**src/rtl/pacer_pkg.sv**
```systemverilog
package pacer_pkg;
   localparam int ADDR_W = 2;

   typedef enum logic [ADDR_W-1:0] {
      OFS_SELECT   = 2'd0,
      OFS_LOW_CNT  = 2'd1,
      OFS_HIGH_CNT = 2'd2,
      OFS_CONTROL  = 2'd3
   } pacer_ofs_e;

   localparam logic [2:0] MODE_RATE_GEN = 3'b010;
   localparam int CTL_STAGE_LSB = 6;
   localparam int CTL_MODE_LSB  = 1;
endpackage

```
**src/rtl/pacer_regif.sv**
```systemverilog
module pacer_regif
   import pacer_pkg::*;
#(
   parameter int BUS_W  = 8,
   parameter int STAGES = 2
) (
   input  logic              clk,
   input  logic              rst_n,
   input  logic              wr_en,
   input  logic [ADDR_W-1:0] wr_addr,
   input  logic [BUS_W-1:0]  wr_data,
   output logic [STAGES-1:0] ctrl_wr,
   output logic [STAGES-1:0] data_wr,
   output logic              mode_ok,
   output logic [BUS_W-1:0]  lane_data,
   output logic              sel_q
);
   generate
      if (BUS_W < 8) begin : g_bus_chk
         $error("pacer_regif: control byte needs BUS_W >= 8");
      end
      if (STAGES != 2) begin : g_stage_chk
         $error("pacer_regif: register map covers exactly two stages");
      end
   endgenerate

   pacer_ofs_e ofs;
   logic [1:0] ctl_stage;

   assign ofs       = pacer_ofs_e'(wr_addr);
   assign ctl_stage = wr_data[CTL_STAGE_LSB +: 2];
   assign mode_ok   = (wr_data[CTL_MODE_LSB +: 3] == MODE_RATE_GEN);
   assign lane_data = wr_data;

   for (genvar i = 0; i < STAGES; i++) begin : g_dec
      assign ctrl_wr[i] = wr_en && (ofs == OFS_CONTROL) && (ctl_stage == 2'(i + 1));
      assign data_wr[i] = wr_en && (wr_addr == ADDR_W'(i + 1));
   end

   always_ff @(posedge clk or negedge rst_n) begin
      if (!rst_n)
         sel_q <= 1'b0;
      else if (wr_en && ofs == OFS_SELECT)
         sel_q <= wr_data[0];
   end
endmodule

```
**src/rtl/pacer_rate_counter.sv**
```systemverilog
module pacer_rate_counter #(
   parameter int CNT_W = 16,
   parameter int BUS_W = 8
) (
   input  logic             clk,
   input  logic             rst_n,
   input  logic             tick_in,
   input  logic             ctrl_wr,
   input  logic             ctrl_mode_ok,
   input  logic             data_wr,
   input  logic [BUS_W-1:0] data_in,
   output logic             out_n,
   output logic             tick_out
);
   localparam int LANES = CNT_W / BUS_W;
   localparam int PTR_W = (LANES > 1) ? $clog2(LANES) : 1;
   localparam logic [PTR_W-1:0] LAST_LANE = PTR_W'(LANES - 1);
   localparam logic [CNT_W-1:0] TERM      = CNT_W'(1);

   generate
      if ((CNT_W % BUS_W) != 0 || LANES < 1) begin : g_width_chk
         $error("pacer_rate_counter: CNT_W must be a whole multiple of BUS_W");
      end
   endgenerate

   logic [CNT_W-1:0] stage_q, stage_nx, reload_q, count_q;
   logic [PTR_W-1:0] lane_q;
   logic             armed_q, pend_q, run_q, at_term;

   always_comb begin
      stage_nx = stage_q;
      stage_nx[lane_q*BUS_W +: BUS_W] = data_in;
   end

   assign at_term  = run_q && (count_q == TERM);
   assign out_n    = !at_term;
   assign tick_out = tick_in && at_term && !pend_q;

   always_ff @(posedge clk or negedge rst_n) begin
      if (!rst_n) begin
         stage_q  <= '0;
         reload_q <= '0;
         count_q  <= '0;
         lane_q   <= '0;
         armed_q  <= 1'b0;
         pend_q   <= 1'b0;
         run_q    <= 1'b0;
      end else if (ctrl_wr) begin
         armed_q <= ctrl_mode_ok;
         run_q   <= 1'b0;
         pend_q  <= 1'b0;
         lane_q  <= '0;
      end else begin
         if (tick_in) begin
            if (pend_q) begin
               count_q <= reload_q;
               run_q   <= 1'b1;
               pend_q  <= 1'b0;
            end else if (run_q) begin
               count_q <= at_term ? reload_q : count_q - TERM;
            end
         end
         if (data_wr) begin
            stage_q <= stage_nx;
            if (lane_q == LAST_LANE) begin
               lane_q   <= '0;
               reload_q <= stage_nx;
               pend_q   <= armed_q;
            end else begin
               lane_q <= lane_q + PTR_W'(1);
            end
         end
      end
   end
endmodule

```
**src/rtl/pacer_divider.sv**
```systemverilog
module pacer_divider
   import pacer_pkg::*;
#(
   parameter int CNT_W = 16,
   parameter int BUS_W = 8
) (
   input  logic              clk,
   input  logic              rst_n,
   input  logic              ref_en,
   input  logic              wr_en,
   input  logic [ADDR_W-1:0] wr_addr,
   input  logic [BUS_W-1:0]  wr_data,
   input  logic              ext_trig,
   output logic              internal_pacer,
   output logic              adc_pacer
);
   localparam int STAGES = 2;

   logic [STAGES-1:0] ctrl_wr, data_wr, stage_out;
   logic [STAGES:0]   stage_tick;
   logic [BUS_W-1:0]  lane_data;
   logic              mode_ok, sel_q;

   pacer_regif #(.BUS_W(BUS_W), .STAGES(STAGES)) u_regif (
      .clk       (clk),
      .rst_n     (rst_n),
      .wr_en     (wr_en),
      .wr_addr   (wr_addr),
      .wr_data   (wr_data),
      .ctrl_wr   (ctrl_wr),
      .data_wr   (data_wr),
      .mode_ok   (mode_ok),
      .lane_data (lane_data),
      .sel_q     (sel_q)
   );

   assign stage_tick[0] = ref_en;

   for (genvar i = 0; i < STAGES; i++) begin : g_stage
      pacer_rate_counter #(.CNT_W(CNT_W), .BUS_W(BUS_W)) u_cnt (
         .clk          (clk),
         .rst_n        (rst_n),
         .tick_in      (stage_tick[i]),
         .ctrl_wr      (ctrl_wr[i]),
         .ctrl_mode_ok (mode_ok),
         .data_wr      (data_wr[i]),
         .data_in      (lane_data),
         .out_n        (stage_out[i]),
         .tick_out     (stage_tick[i+1])
      );
   end

   assign internal_pacer = stage_out[STAGES-1];
   assign adc_pacer      = sel_q ? internal_pacer : ext_trig;
endmodule

```
**config.mk**
```make
export PLATFORM = sky130hd
export DESIGN_NAME = pacer_divider
export DESIGN_NICKNAME = d
export VERILOG_FILES = /design/src/rtl/pacer_pkg.sv /design/src/rtl/pacer_regif.sv /design/src/rtl/pacer_rate_counter.sv /design/src/rtl/pacer_divider.sv
export SDC_FILE = /design/constraint.sdc
export NUM_CORES = 1
export LEC_CHECK = 0
export ABC_AREA = 0
export BUFFER_PORTS_ARGS = -buffer_cell sky130_fd_sc_hd__buf_2
export CORE_MARGIN = 4
export CORE_UTILIZATION = 25
export CTS_BUF_LIST = sky130_fd_sc_hd__clkbuf_16
export DETAILED_ROUTE_END_ITERATION = 8
export PLACE_DENSITY_LB_ADDON = 0.12
export SLEW_MARGIN = 0
export SYNTH_ARGS = -nofsm -noshare
export SYNTH_HDL_FRONTEND = slang
export SYNTH_SLANG_ARGS = --single-unit
```
**constraint.sdc**
```tcl
create_clock -name clk -period 6.3 [get_ports clk]
set_input_delay 0.315 -clock clk [delete_from_list [all_inputs] [get_ports clk]]
set_output_delay 0.315 -clock clk [all_outputs]
set_load 0.01 [all_outputs]
```
==> results.ini, run 1 <==
[power]
cell_internal_pwr_mw = 1.18
pwr-share-clk_pct = 32.3
power_frac_comb_pct = 16.2
leakage_nw = 2.30
p_per_area_mw_per_mm2 = 336
p_seq_share_pct = 51.5
p_sw_mw = 0.532
swShare_pct = 31.1
finalPower_mw = 1.71
peakVddDrop_mv = 0.118

[worst_setup_path]
crit_type = flip-flop to primary output
crit_required_ns = 5.98
critPathLaunchType = flip-flop
end_kind = primary output
worstPathMaxFanout = 8
arrival_ns = 2.39

[sta]
clock.fmax_mhz = 370
fin_skew_ns = 0.00861
rsz0062_at_grt = no
slew_headroom_pct = 19.6
finalMaxSlewViolations = 0
setup_tns_ns = 0
fin_crit_ns = 2.71
hold_viol = 0
setup_viol = 0
tightest_slew_ns = 1.20
post-route-period-util_pct = 42.9

[synth]
synth_edf_count = 0
netlist_area_mm2 = 0.00447
synth.largest_area_cell = dfrtp_1
yosysSeqAreaShare_pct = 49.9
synth_top_flop_cell = dfrtp_1
yosys-top-cells-count = nand2_1 (123), dfrtp_1 (89), nor2_1 (28)
synth_warnings = 0
synth_top_area_share_pct = 49.9
syn-num-nets = 495
async_flop_share_pct = 100
synth_area_leaders = dfrtp_1 (50%), nand2_1 (10%), mux2_2 (5.0%)
ys_types = 54
ys_seq_elements = 89
netlist_instances = 476
synth.most_common_cell = nand2_1
synth.avg_cell_area_um2 = 9.38

[floorplanning]
dieArea_mm2 = 0.0201
num_rows = 48
pin_count = 17
die_h_um = 142
core_region_area_mm2 = 0.0174
die_w_um = 142
start_util_pct = 25.6

[finish]
layout.nets = 505
antennaDiodeCount = 0
fillCellCount = 1897
drive_gt1_share_pct = 14.7
seqCellArea_mm2 = 0.00223
area_delta_synth_final_pct = 13.8
multiInputGateArea_mm2 = 0.00209

[routing]
drcViolationCount = 0
post_drt_via_cell_ratio = 4.89
post_drt_wl_per_cell_um = 16.3
vias = 3498
drtIter0Drc = 195
wirelength_um = 11700
ant_nets = 0
drt_pass1_iterations = 4

[global_routing]
grt_overflow = 0
grt_max_degree = 68
grt_use_total_pct = 12.2
grt_pass1_vias = 3405
grt_pass1_wl_um = 19200
grt_antenna_before_repair = 0

[cts]
htree_num_levels = 3
cts_setup_buffers = 0
clk_path_buf_depth = 2
ctsRootBufferMaster = clkbuf_16
cts_buffers = 9
cts_num_sinks = 89
cts_tree = done
clk_latency_ns = 0.34
clk_pin_slew_ns = 0.07

[run]
cap_viol_max_count = 0

[place]
port_buffers = 16
place.gp.congestion = 0.756
hpwl_um = 8090

[run_status]
status = completed

[min_path]
hp-class = input port to flip-flop

[cells by family after synthesis]
group / Yosys count / synth area share, %
AND/OR/NAND/NOR: 224 / 24.0
AO/OA/AOI/OAI: 90 / 13.7
flip-flops: 89 / 49.9
buffers and inverters: 36 / 3.45
multiplexers: 32 / 7.73
adder cells (fa/ha/maj): 4 / 1.12
XOR/XNOR: 1 / 0.196
[sequential cells by signal (all words and copies together) (netlist names)]
register / count
g_stage.u_cnt.reload_q: 32
g_stage.u_cnt.count_q: 32
u_regif.sel_q: 1
g_stage.u_cnt.run_q: 2
g_stage.u_cnt.pend_q: 2
g_stage.u_cnt.stage_q: 16
g_stage.u_cnt.armed_q: 2
g_stage.u_cnt.lane_q: 2
[critical path, cell delays in order, from the launching register on]
cell and delay, ns:
dfrtp_1 0.40, or4_4 0.58, nor4_4 0.40, nand3_1 0.22, mux2_2 0.31, buf_2 0.14
[path summary, 6_finish.rpt]
path	from	to	slack, ns	cells past startpoint
max	g_stage[1].u_cnt.count_q[8]$_DFFE_PN0P_	adc_pacer	3.59	5
min	wr_data[2]	g_stage[0].u_cnt.reload_q[10]$_DFFE_PN0P_	0.26	3
max reg2reg	g_stage[1].u_cnt.count_q[8]$_DFFE_PN0P_	g_stage[1].u_cnt.count_q[5]$_DFFE_PN0P_	3.84	6
min reg2reg	g_stage[0].u_cnt.stage_q[6]$_DFFE_PN0P_	g_stage[0].u_cnt.reload_q[6]$_DFFE_PN0P_	0.47	2
max in group asynchronous	rst_n	g_stage[1].u_cnt.count_q[13]$_DFFE_PN0P_	4.70	3
min in group asynchronous	rst_n	g_stage[0].u_cnt.stage_q[5]$_DFFE_PN0P_	0.41	2
[cell type report]
cell class / count / area share [%]
Clock buffer: 9 / 4.43
Clock inverter: 7 / 1.48
Inverter: 12 / 0.886
Multi-Input combinational cell: 351 / 41.1
Sequential cell: 89 / 43.8
Tap cell: 225 / 5.54
Timing Repair Buffer: 23 / 2.71
[layer usage]
metal  up-vias  global-route usage [%]  part of all wire, %
met5         -                       0                    0
met4         0                    3.94                  1.6
met3        10                    2.12                  3.4
met2        70                    16.6                   42
met1      1704                    19.2                   53
li1       1714                       -                    -
[what timing repair did]
item                                    4_1_cts  5_1_grt
endpoints found under the setup margin        0        0
hold buffers                                  1        0
endpoints found under the hold margin        22        0
gates resized for setup                       0        0
[stage by stage]
step	util (%)	setup slack (ns)	hold slack (ns)	instances	instance area [µm²]
CTS	29.2	3.57	0.250	716	5080
finish	29.2	3.59	0.260	716	5080
detailed placement	27.4	3.83	0.231	699	4770
floorplan	-	4.17	0.0194	476	4470
global route	29.2	3.44	0.260	716	5080
global placement	27.4	3.90	0.234	699	4770
[cells in the final DEF, fill, tap and decap left out, drive strengths merged, types with 2 or more instances in the layout]
| master | synthesis | final |
|---|---|---|
| or2 | 3 | 3 |
| a22oi | 5 | 5 |
| dfrtp | 89 | 89 |
| o311ai | 4 | 4 |
| mux2i | 12 | 12 |
| or4 | 9 | 9 |
| nand3b | 2 | 2 |
| nand4b | 3 | 3 |
| mux2 | 20 | 20 |
| o2bb2ai | 2 | 2 |
| or3 | 3 | 3 |
| o211ai | 6 | 6 |
| and3 | 2 | 2 |
| a31oi | 2 | 2 |
| buf | 6 | 22 |
| nor3b | 3 | 3 |
| a32oi | 2 | 2 |
| a21oi | 18 | 18 |
| nor2 | 28 | 28 |
| nand2 | 123 | 123 |
| clkinv | 0 | 3 |
| nand3 | 19 | 19 |
| nor2b | 3 | 3 |
| nand4 | 3 | 3 |
| o21ai | 25 | 25 |
| clkbuf | 18 | 9 |
| a2bb2oi | 12 | 12 |
| ha | 4 | 4 |
| nor4 | 8 | 8 |
| nor3 | 10 | 10 |
| a211oi | 4 | 4 |
| or3b | 3 | 3 |
| inv | 12 | 15 |
[power by group through the flow]
stage	combinational (mW)	clock (mW)	sequential (mW)
4_1_cts	0.282	0.571	0.880
3_3_place_gp	0.275	0	0.887
3_5_place_dp	0.280	0	0.890
5_1_grt	0.326	0.600	0.903
2_1_floorplan	0.219	0	0.825
6_report	0.277	0.552	0.880
No activity file was read; power rests on OpenSTA's default activity.
==> inputs of run 2 (changes only) <==
ABC_AREA = 1   (was 0)
clock period = 2.8 ns   (was 6.3 ns; I/O delays follow)
==> run 2 against run 1 <==
  * Register-to-register slack worse by 3.2 ns
  * Worst hold slack got worse by 0.22 ns
  * Clock skew hardly changed
  * Combinational power grew to 5.9 times the previous value
  * Sequential power increased by 140%
  * Count of clock-buffer cells in the layout unchanged
  * Synthesized cell count is 46% higher
  * Sequential share of layout area is 2.2 points lower
  * Via count grew 22%
  * Global-route usage fell by 0.30 points
  * Final area increased by 15%
  * Routed wire length is 14% higher
  * Critical endpoint is now g_stage[1].u_cnt.count_q[9]$_DFFE_PN0P_
==> results.ini, run 2 <==
[worst_setup_path]
critPathLaunchType = flip-flop
crit_type = flip-flop to flip-flop
crit_required_ns = 3.09  ; -2.89 ns
end_kind = flip-flop
arrival_ns = 2.50  ; +0.11 ns
worstPathMaxFanout = 24  ; +16

[run_status]
status = completed

[routing]
vias = 4281  ; +22%
ant_nets = 0  ; unchanged
drtIter0Drc = 272  ; +39%
post_drt_wl_per_cell_um = 13.6  ; -17%
post_drt_via_cell_ratio = 4.36  ; -11%
drt_pass1_iterations = 6  ; +2
drcViolationCount = 0  ; unchanged
wirelength_um = 13400  ; +14%

[finish]
area_delta_synth_final_pct = 12.2
fin_util_pct = 28.6  ; -0.56 points
layout.nets = 725  ; +44%
antennaDiodeCount = 0  ; unchanged
drive_gt1_share_pct = 10.4  ; -4.3 points
layoutNonFillerInstCount = 981  ; +37%
seqCellArea_mm2 = 0.00243  ; +9.0%
final_cell_mix = nand2_1 (240), dfrtp_1 (97), inv_1 (77), nor2_1 (66), o21ai_0 (46)
multiInputGateArea_mm2 = 0.00231  ; +11%
final_common_cell = nand2_1
top_regs = g_stage.u_cnt.count_q x32, g_stage.u_cnt.reload_q x32, g_stage.u_cnt.stage_q x24
fillCellCount = 2234  ; +18%

[synth]
ys_types = 37  ; -31%
netlist_instances = 697  ; +46%
synth_adder_area_share_pct = 0.963  ; -0.16 points
yosys-top-cells-count = nand2_1 (240), dfrtp_1 (97), inv_1 (77)
synth.most_common_cell = nand2_1
ys_seq_elements = 97  ; +9.0%
synth_top_family_by_area = simple AND/OR/NAND/NOR gates
synth_warnings = 0  ; unchanged
synthSimpleGateAreaFrac_pct = 31.8  ; +7.9 points
synth_area_leaders = dfrtp_1 (47%), nand2_1 (17%), inv_1 (5.6%)
muxShareOfSynthArea_pct = 0.650  ; -7.1 points
synthXorXnorAreaFrac_pct = 1.01  ; +0.82 points
netlist_area_mm2 = 0.00519  ; +16%
synth_edf_count = 0  ; unchanged
async_flop_share_pct = 100  ; unchanged
synth.avg_cell_area_um2 = 7.45  ; -21%
synth-compound-area-share_pct = 10.0  ; -3.6 points
synth_top_area_share_pct = 46.7  ; -3.1 points
synth.largest_area_cell = dfrtp_1
synth_top_flop_cell = dfrtp_1
syn-num-nets = 716  ; +45%
yosysSeqAreaShare_pct = 46.7  ; -3.1 points

[global_routing]
grt_use_total_pct = 11.9  ; -0.30 points
grt_pass1_vias = 4149  ; +22%
grt_overflow = 0  ; unchanged
grt_pass1_wl_um = 22400  ; +17%
grt_antenna_before_repair = 0  ; unchanged
grt_max_degree = 51  ; -25%

[sta]
clock.fmax_mhz = 453
rsz0062_at_grt = no
slew_headroom_pct = 52.9  ; +33 points
setup_viol = 0  ; unchanged
setup_tns_ns = 0  ; unchanged
fin_crit_ns = 2.21
fin_skew_ns = 0.00873  ; +0.000121 ns
tightest_slew_ns = 0.706  ; -0.491 ns
hold_viol = 0  ; unchanged
holdWs_ns = 0.0420  ; -0.218 ns
finalMaxSlewViolations = 0  ; unchanged
post-route-period-util_pct = 78.8

[floorplanning]
core_region_area_mm2 = 0.0204  ; +17%
die_w_um = 152  ; +7.4%
start_util_pct = 25.5  ; -0.13 points
dieArea_mm2 = 0.0231  ; +15%
num_rows = 52  ; +8.3%
pin_count = 17  ; unchanged
die_h_um = 152  ; +7.4%

[place]
place.gp.congestion = 0.865  ; +14%
hpwl_um = 9710  ; +20%
post-place-cells = 964  ; +38%
port_buffers = 16  ; unchanged

[cts]
clk_path_buf_depth = 2  ; unchanged
cts_buffers = 9  ; unchanged
clk_pin_slew_ns = 0.08  ; about the same
cts_tree = done
clk_latency_ns = 0.35  ; about the same
ctsRootBufferMaster = clkbuf_16
htree_num_levels = 3  ; unchanged
cts_num_sinks = 97  ; +9.0%

[power]
finalPower_mw = 5.02  ; +190%
peakVddDrop_mv = 0.294  ; +150%
p_per_area_mw_per_mm2 = 862  ; +160%
leakage_nw = 2.87  ; +25%

[run]
cap_viol_max_count = 0  ; unchanged

[min_path]
hp-class = input port to flip-flop

run 2: cell count changes after synthesis, sizes merged, moves of 17 or more:
cell   before  now
o21ai      25   69
inv        12   84
mux2       20    3
nand3      19   38
nor2       28   76
nand2     123  245
run 2: logic make-up after synthesis:
logic type      Yosys count
mux                       3
compound gates           99
simple gates            379
buf+inv                 109
flops                    97
xor+xnor                  6
fa+ha+maj                 4
run 2: critical path, stage by stage (launching register included):
cell	delay, ns
dfrtp_1	0.42
nor2_1	0.16
nand2_1	0.12
nor2_4	0.14
nand2_1	0.27
nand2_2	0.45
inv_1	0.20
o21ai_0	0.23
nand2_1	0.09
nand2_1	0.07
run 2: layer usage:
metal	track usage, %	wire [µm]	up-vias
li1	-	-	2203
met3	2.13	358	9
met5	0	0	-
met2	17.4	5790	47
met1	18.1	7110	2022
met4	2.95	124	0
run 2: where the power goes:
group	internal [mW]	leakage (nW)	switching (mW)
Combinational	0.549	1.49	1.08
Clock	0.630	0.145	0.617
Sequential	1.85	1.23	0.298
Total	3.03	2.87	2.00
run 2: final cells by class:
type / instances / share of cell area (%)
clock inverter: 7 / 1.14
timing repair buffer: 22 / 2.45
tap: 270 / 5.80
sequential: 97 / 41.6
inverter: 85 / 5.47
multi-input combinational: 491 / 39.6
clock buffer: 9 / 3.86
run 2: metrics by stage:
stage / setup slack (ns) / cell area [µm²]
after floorplan: 1.31 / 5190
after global placement: 0.727 / 5530
after detailed placement: 0.620 / 5530
after CTS: 0.599 / 5830
after global routing: 0.318 / 5830
final: 0.594 / 5830
run 2: timing repair:
action	in CTS	in global routing
buffers inserted	0	0
resized for setup	0	0
hold endpoints to repair	49	0
hold buffers	1	0
run 2: worst paths after layout:
path | start | to | slack, ns | depth (start not counted)
hold reg to reg | g_stage[1].u_cnt.stage_q[0]$_DFFE_PN0P_ | g_stage[1].u_cnt.stage_q[0]$_DFFE_PN0P_ | 0.48 | 2
hold / removal | wr_data[4] | g_stage[0].u_cnt.reload_q[12]$_DFFE_PN0P_ | 0.04 | 3
setup / recovery | g_stage[1].u_cnt.count_q[4]$_DFFE_PN0P_ | g_stage[1].u_cnt.count_q[9]$_DFFE_PN0P_ | 0.59 | 9
setup reg to reg | g_stage[1].u_cnt.count_q[4]$_DFFE_PN0P_ | g_stage[1].u_cnt.count_q[9]$_DFFE_PN0P_ | 0.59 | 9
min in group asynchronous | rst_n | g_stage[0].u_cnt.count_q[8]$_DFFE_PN0P_ | 0.38 | 2
max in group asynchronous | rst_n | g_stage[1].u_cnt.pend_q$_DFF_PN0_ | 1.70 | 3
==> inputs of run 3 (changes only) <==
clock period = 2 ns   (was 2.8 ns; I/O delays follow)
==> run 3 against run 2 <==
  * Count of clock-buffer cells in the layout is the same
  * Utilization grew 0.37 points
  * Worst setup slack lost 0.44 ns
  * Die area is the same
  * Final area grew 1.3%
  * Worst hold slack lost 0.017 ns
  * Global-route usage grew 0.096 points
  * Combinational power grew 42%
  * Critical path type is now flip-flop to primary output
  * Critical endpoint is now adc_pacer
  * Largest cell class unchanged
  * Highest routed layer unchanged
==> results.ini, run 3 (same netlist as run 2, synthesis figures left out) <==
[place]
post-place-cells = 972  ; +0.83%
place.gp.congestion = 0.804  ; -7.1%
hpwl_um = 9780  ; +0.69%
port_buffers = 16  ; unchanged

[run]
cap_viol_max_count = 0  ; unchanged

[power]
leakage_nw = 2.90  ; +1.4%
swShare_pct = 39.4  ; -0.35 points
peakVddDrop_mv = 0.439  ; +49%
p_seq_share_pct = 42.6  ; about the same
p_per_area_mw_per_mm2 = 1190  ; +38%
power_frac_comb_pct = 33.0  ; +0.5 points
cell_internal_pwr_mw = 4.25  ; +40%
p_sw_mw = 2.76  ; +38%
pwr-share-clk_pct = 24.4  ; -0.4 points

[floorplanning]
dieArea_mm2 = 0.0231  ; unchanged
start_util_pct = 25.5  ; unchanged
die_w_um = 152  ; unchanged
num_rows = 52  ; unchanged
pin_count = 17  ; unchanged
die_h_um = 152  ; unchanged
core_region_area_mm2 = 0.0204  ; unchanged

[finish]
area_delta_synth_final_pct = 13.7
top_regs = g_stage.u_cnt.count_q x32, g_stage.u_cnt.reload_q x32, g_stage.u_cnt.stage_q x24
layoutNonFillerInstCount = 989  ; +0.82%
seqCellArea_mm2 = 0.00243  ; unchanged
layout.nets = 733  ; +1.1%
antennaDiodeCount = 0  ; unchanged
final_common_cell = nand2_1
drive_gt1_share_pct = 11.7  ; +1.3 points
final_cell_mix = nand2_1 (240), dfrtp_1 (97), inv_1 (76), nor2_1 (64), o21ai_0 (46)
fillCellCount = 2198  ; -1.6%
multiInputGateArea_mm2 = 0.00232  ; +0.22%

[cts]
cts_num_sinks = 97  ; unchanged
clk_latency_ns = 0.35  ; about the same
htree_num_levels = 3  ; unchanged
cts_tree = done
cts_setup_buffers = 0  ; unchanged
clk_path_buf_depth = 2  ; unchanged
clk_pin_slew_ns = 0.07  ; about the same
cts_buffers = 9  ; unchanged
ctsRootBufferMaster = clkbuf_16

[global_routing]
met3_usage_pct = 2.33  ; +0.20 points
busiest_layer = met2
grt_max_degree = 49  ; -3.9%
grt_use_total_pct = 12.0  ; +0.096 points
use_met1_pct = 17.6  ; -0.45 points
grt_antenna_before_repair = 0  ; unchanged
grt_pass1_wl_um = 22400  ; +0.18%
grtUsageMet2_pct = 17.9  ; +0.53 points
grt_pass1_vias = 4190  ; +0.99%
grt_overflow = 0  ; unchanged

[sta]
post-route-period-util_pct = 92.5
tightest_slew_ns = 0.705  ; -0.00141 ns
fin_crit_ns = 1.85
fin_skew_ns = 0.0130  ; +0.00425 ns
slew_headroom_pct = 53.0  ; +0.094 points
setup_tns_ns = 0  ; unchanged
rsz0062_at_grt = no
finalMaxSlewViolations = 0  ; unchanged
setup_viol = 0  ; unchanged
hold_viol = 0  ; unchanged
clock.fmax_mhz = 541

[routing]
drtIter0Drc = 205  ; -25%
drt_pass1_iterations = 4  ; -2
wirelength_um = 13500  ; +0.61%
vias = 4324  ; +1.0%
drcViolationCount = 0  ; unchanged
post_drt_wl_per_cell_um = 13.6  ; -0.21%
post_drt_via_cell_ratio = 4.37  ; +0.19%
ant_nets = 0  ; unchanged

[worst_setup_path]
crit_top_cell = nand2_1
worstPathCellList = inv_2 -> ha_1 -> nand2_1 -> inv_1 -> nand2_1 -> nor2_1 -> nand2_1 -> buf_6 -> nand2_1 -> o21ai_0 -> buf_2
crit_type = flip-flop to primary output
worstPathMaxFanout = 10  ; -58%
crit_required_ns = 1.90  ; -1.19 ns
reg2reg_depth = 7  ; -2
reg2reg_to = g_stage[0].u_cnt.count_q[3]$_DFFE_PN0P_
arrival_ns = 1.75  ; -0.75 ns
rr_startpoint = g_stage[0].u_cnt.count_q[0]$_DFFE_PN0P_
critPathSlowestCell = dfrtp_1
startpoint = g_stage[1].u_cnt.count_q[1]$_DFFE_PN0P_
rrSetupSlack_ns = 0.20  ; -0.39 ns
slowest_delay_ns = 0.41  ; -0.04 ns
end_kind = primary output
critPathLaunchType = flip-flop

[min_path]
hold_end = u_regif.sel_q$_DFFE_PN0P_
min_from = wr_en
hp-class = input port to flip-flop
min_path_cells = 2  ; -1

[run_status]
status = completed

==> run 3: area by class of cell <==
class	instances	share of cell area [%]
sequential	97	41.1
clock buffer	9	3.81
clock inverter	7	1.02
inverter	85	5.40
timing repair buffer	30	3.71
tap	270	5.72
multi-input combinational	491	39.2
==> run 3: power groups by stage <==
stage,sequential [mW],clock [mW],combinational (mW)
after floorplan,2.91,0,1.79
after global placement,3.01,0,2.31
after detailed placement,3.02,0,2.32
after CTS,2.99,1.79,2.34
after global routing,3.07,1.87,2.71
final,2.99,1.71,2.32
==> run 3: repair_timing <==
item	in CTS	in global routing
endpoints found under the setup margin	0	3
hold buffers	1	0
resized for setup	0	4
endpoints found under the hold margin	45	0
==> run 3: stage by stage <==
step | hold WS [ns] | cell area [µm²] | worst slack (ns) | utilization [%] | total power, mW
after floorplan | -0.196 | 5190 | 0.512 | - | 4.69
after global placement | 0.179 | 5600 | 0.146 | 27.5 | 5.32
after detailed placement | 0.177 | 5600 | 0.170 | 27.5 | 5.34
after CTS | 0.00600 | 5900 | 0.0666 | 29.0 | 7.12
after global routing | 0.0238 | 5900 | 0.0162 | 29.0 | 7.64
final | 0.0249 | 5900 | 0.150 | 29.0 | 7.02
==> run 3: worst max-delay path: cells and delay by family, from the launching register on <==
family          cells  cell delay, ns
flops               1            0.41
buf+inv             4            0.45
simple gates        5            0.34
fa+ha+maj           1            0.13
compound gates      1            0.07
==> run 3: worst max-delay path by stage <==
stage / endpoint / cells after the start
2_1_floorplan: g_stage[0].u_cnt.count_q[12]$_DFFE_PN0P_ / 11
3_3_place_gp: g_stage[0].u_cnt.count_q[12]$_DFFE_PN0P_ / 11
3_5_place_dp: g_stage[0].u_cnt.count_q[12]$_DFFE_PN0P_ / 11
4_1_cts: adc_pacer / 11
5_1_grt: adc_pacer / 11
6_report: adc_pacer / 11
==> run 3: routing by layer <==
| layer | up-vias | part of all wire (%) |
|---|---|---|
| met5 | - | 0 |
| met4 | 0 | 1.2 |
| met3 | 11 | 2.4 |
| met2 | 46 | 44 |
| met1 | 2047 | 52 |
| li1 | 2220 | - |
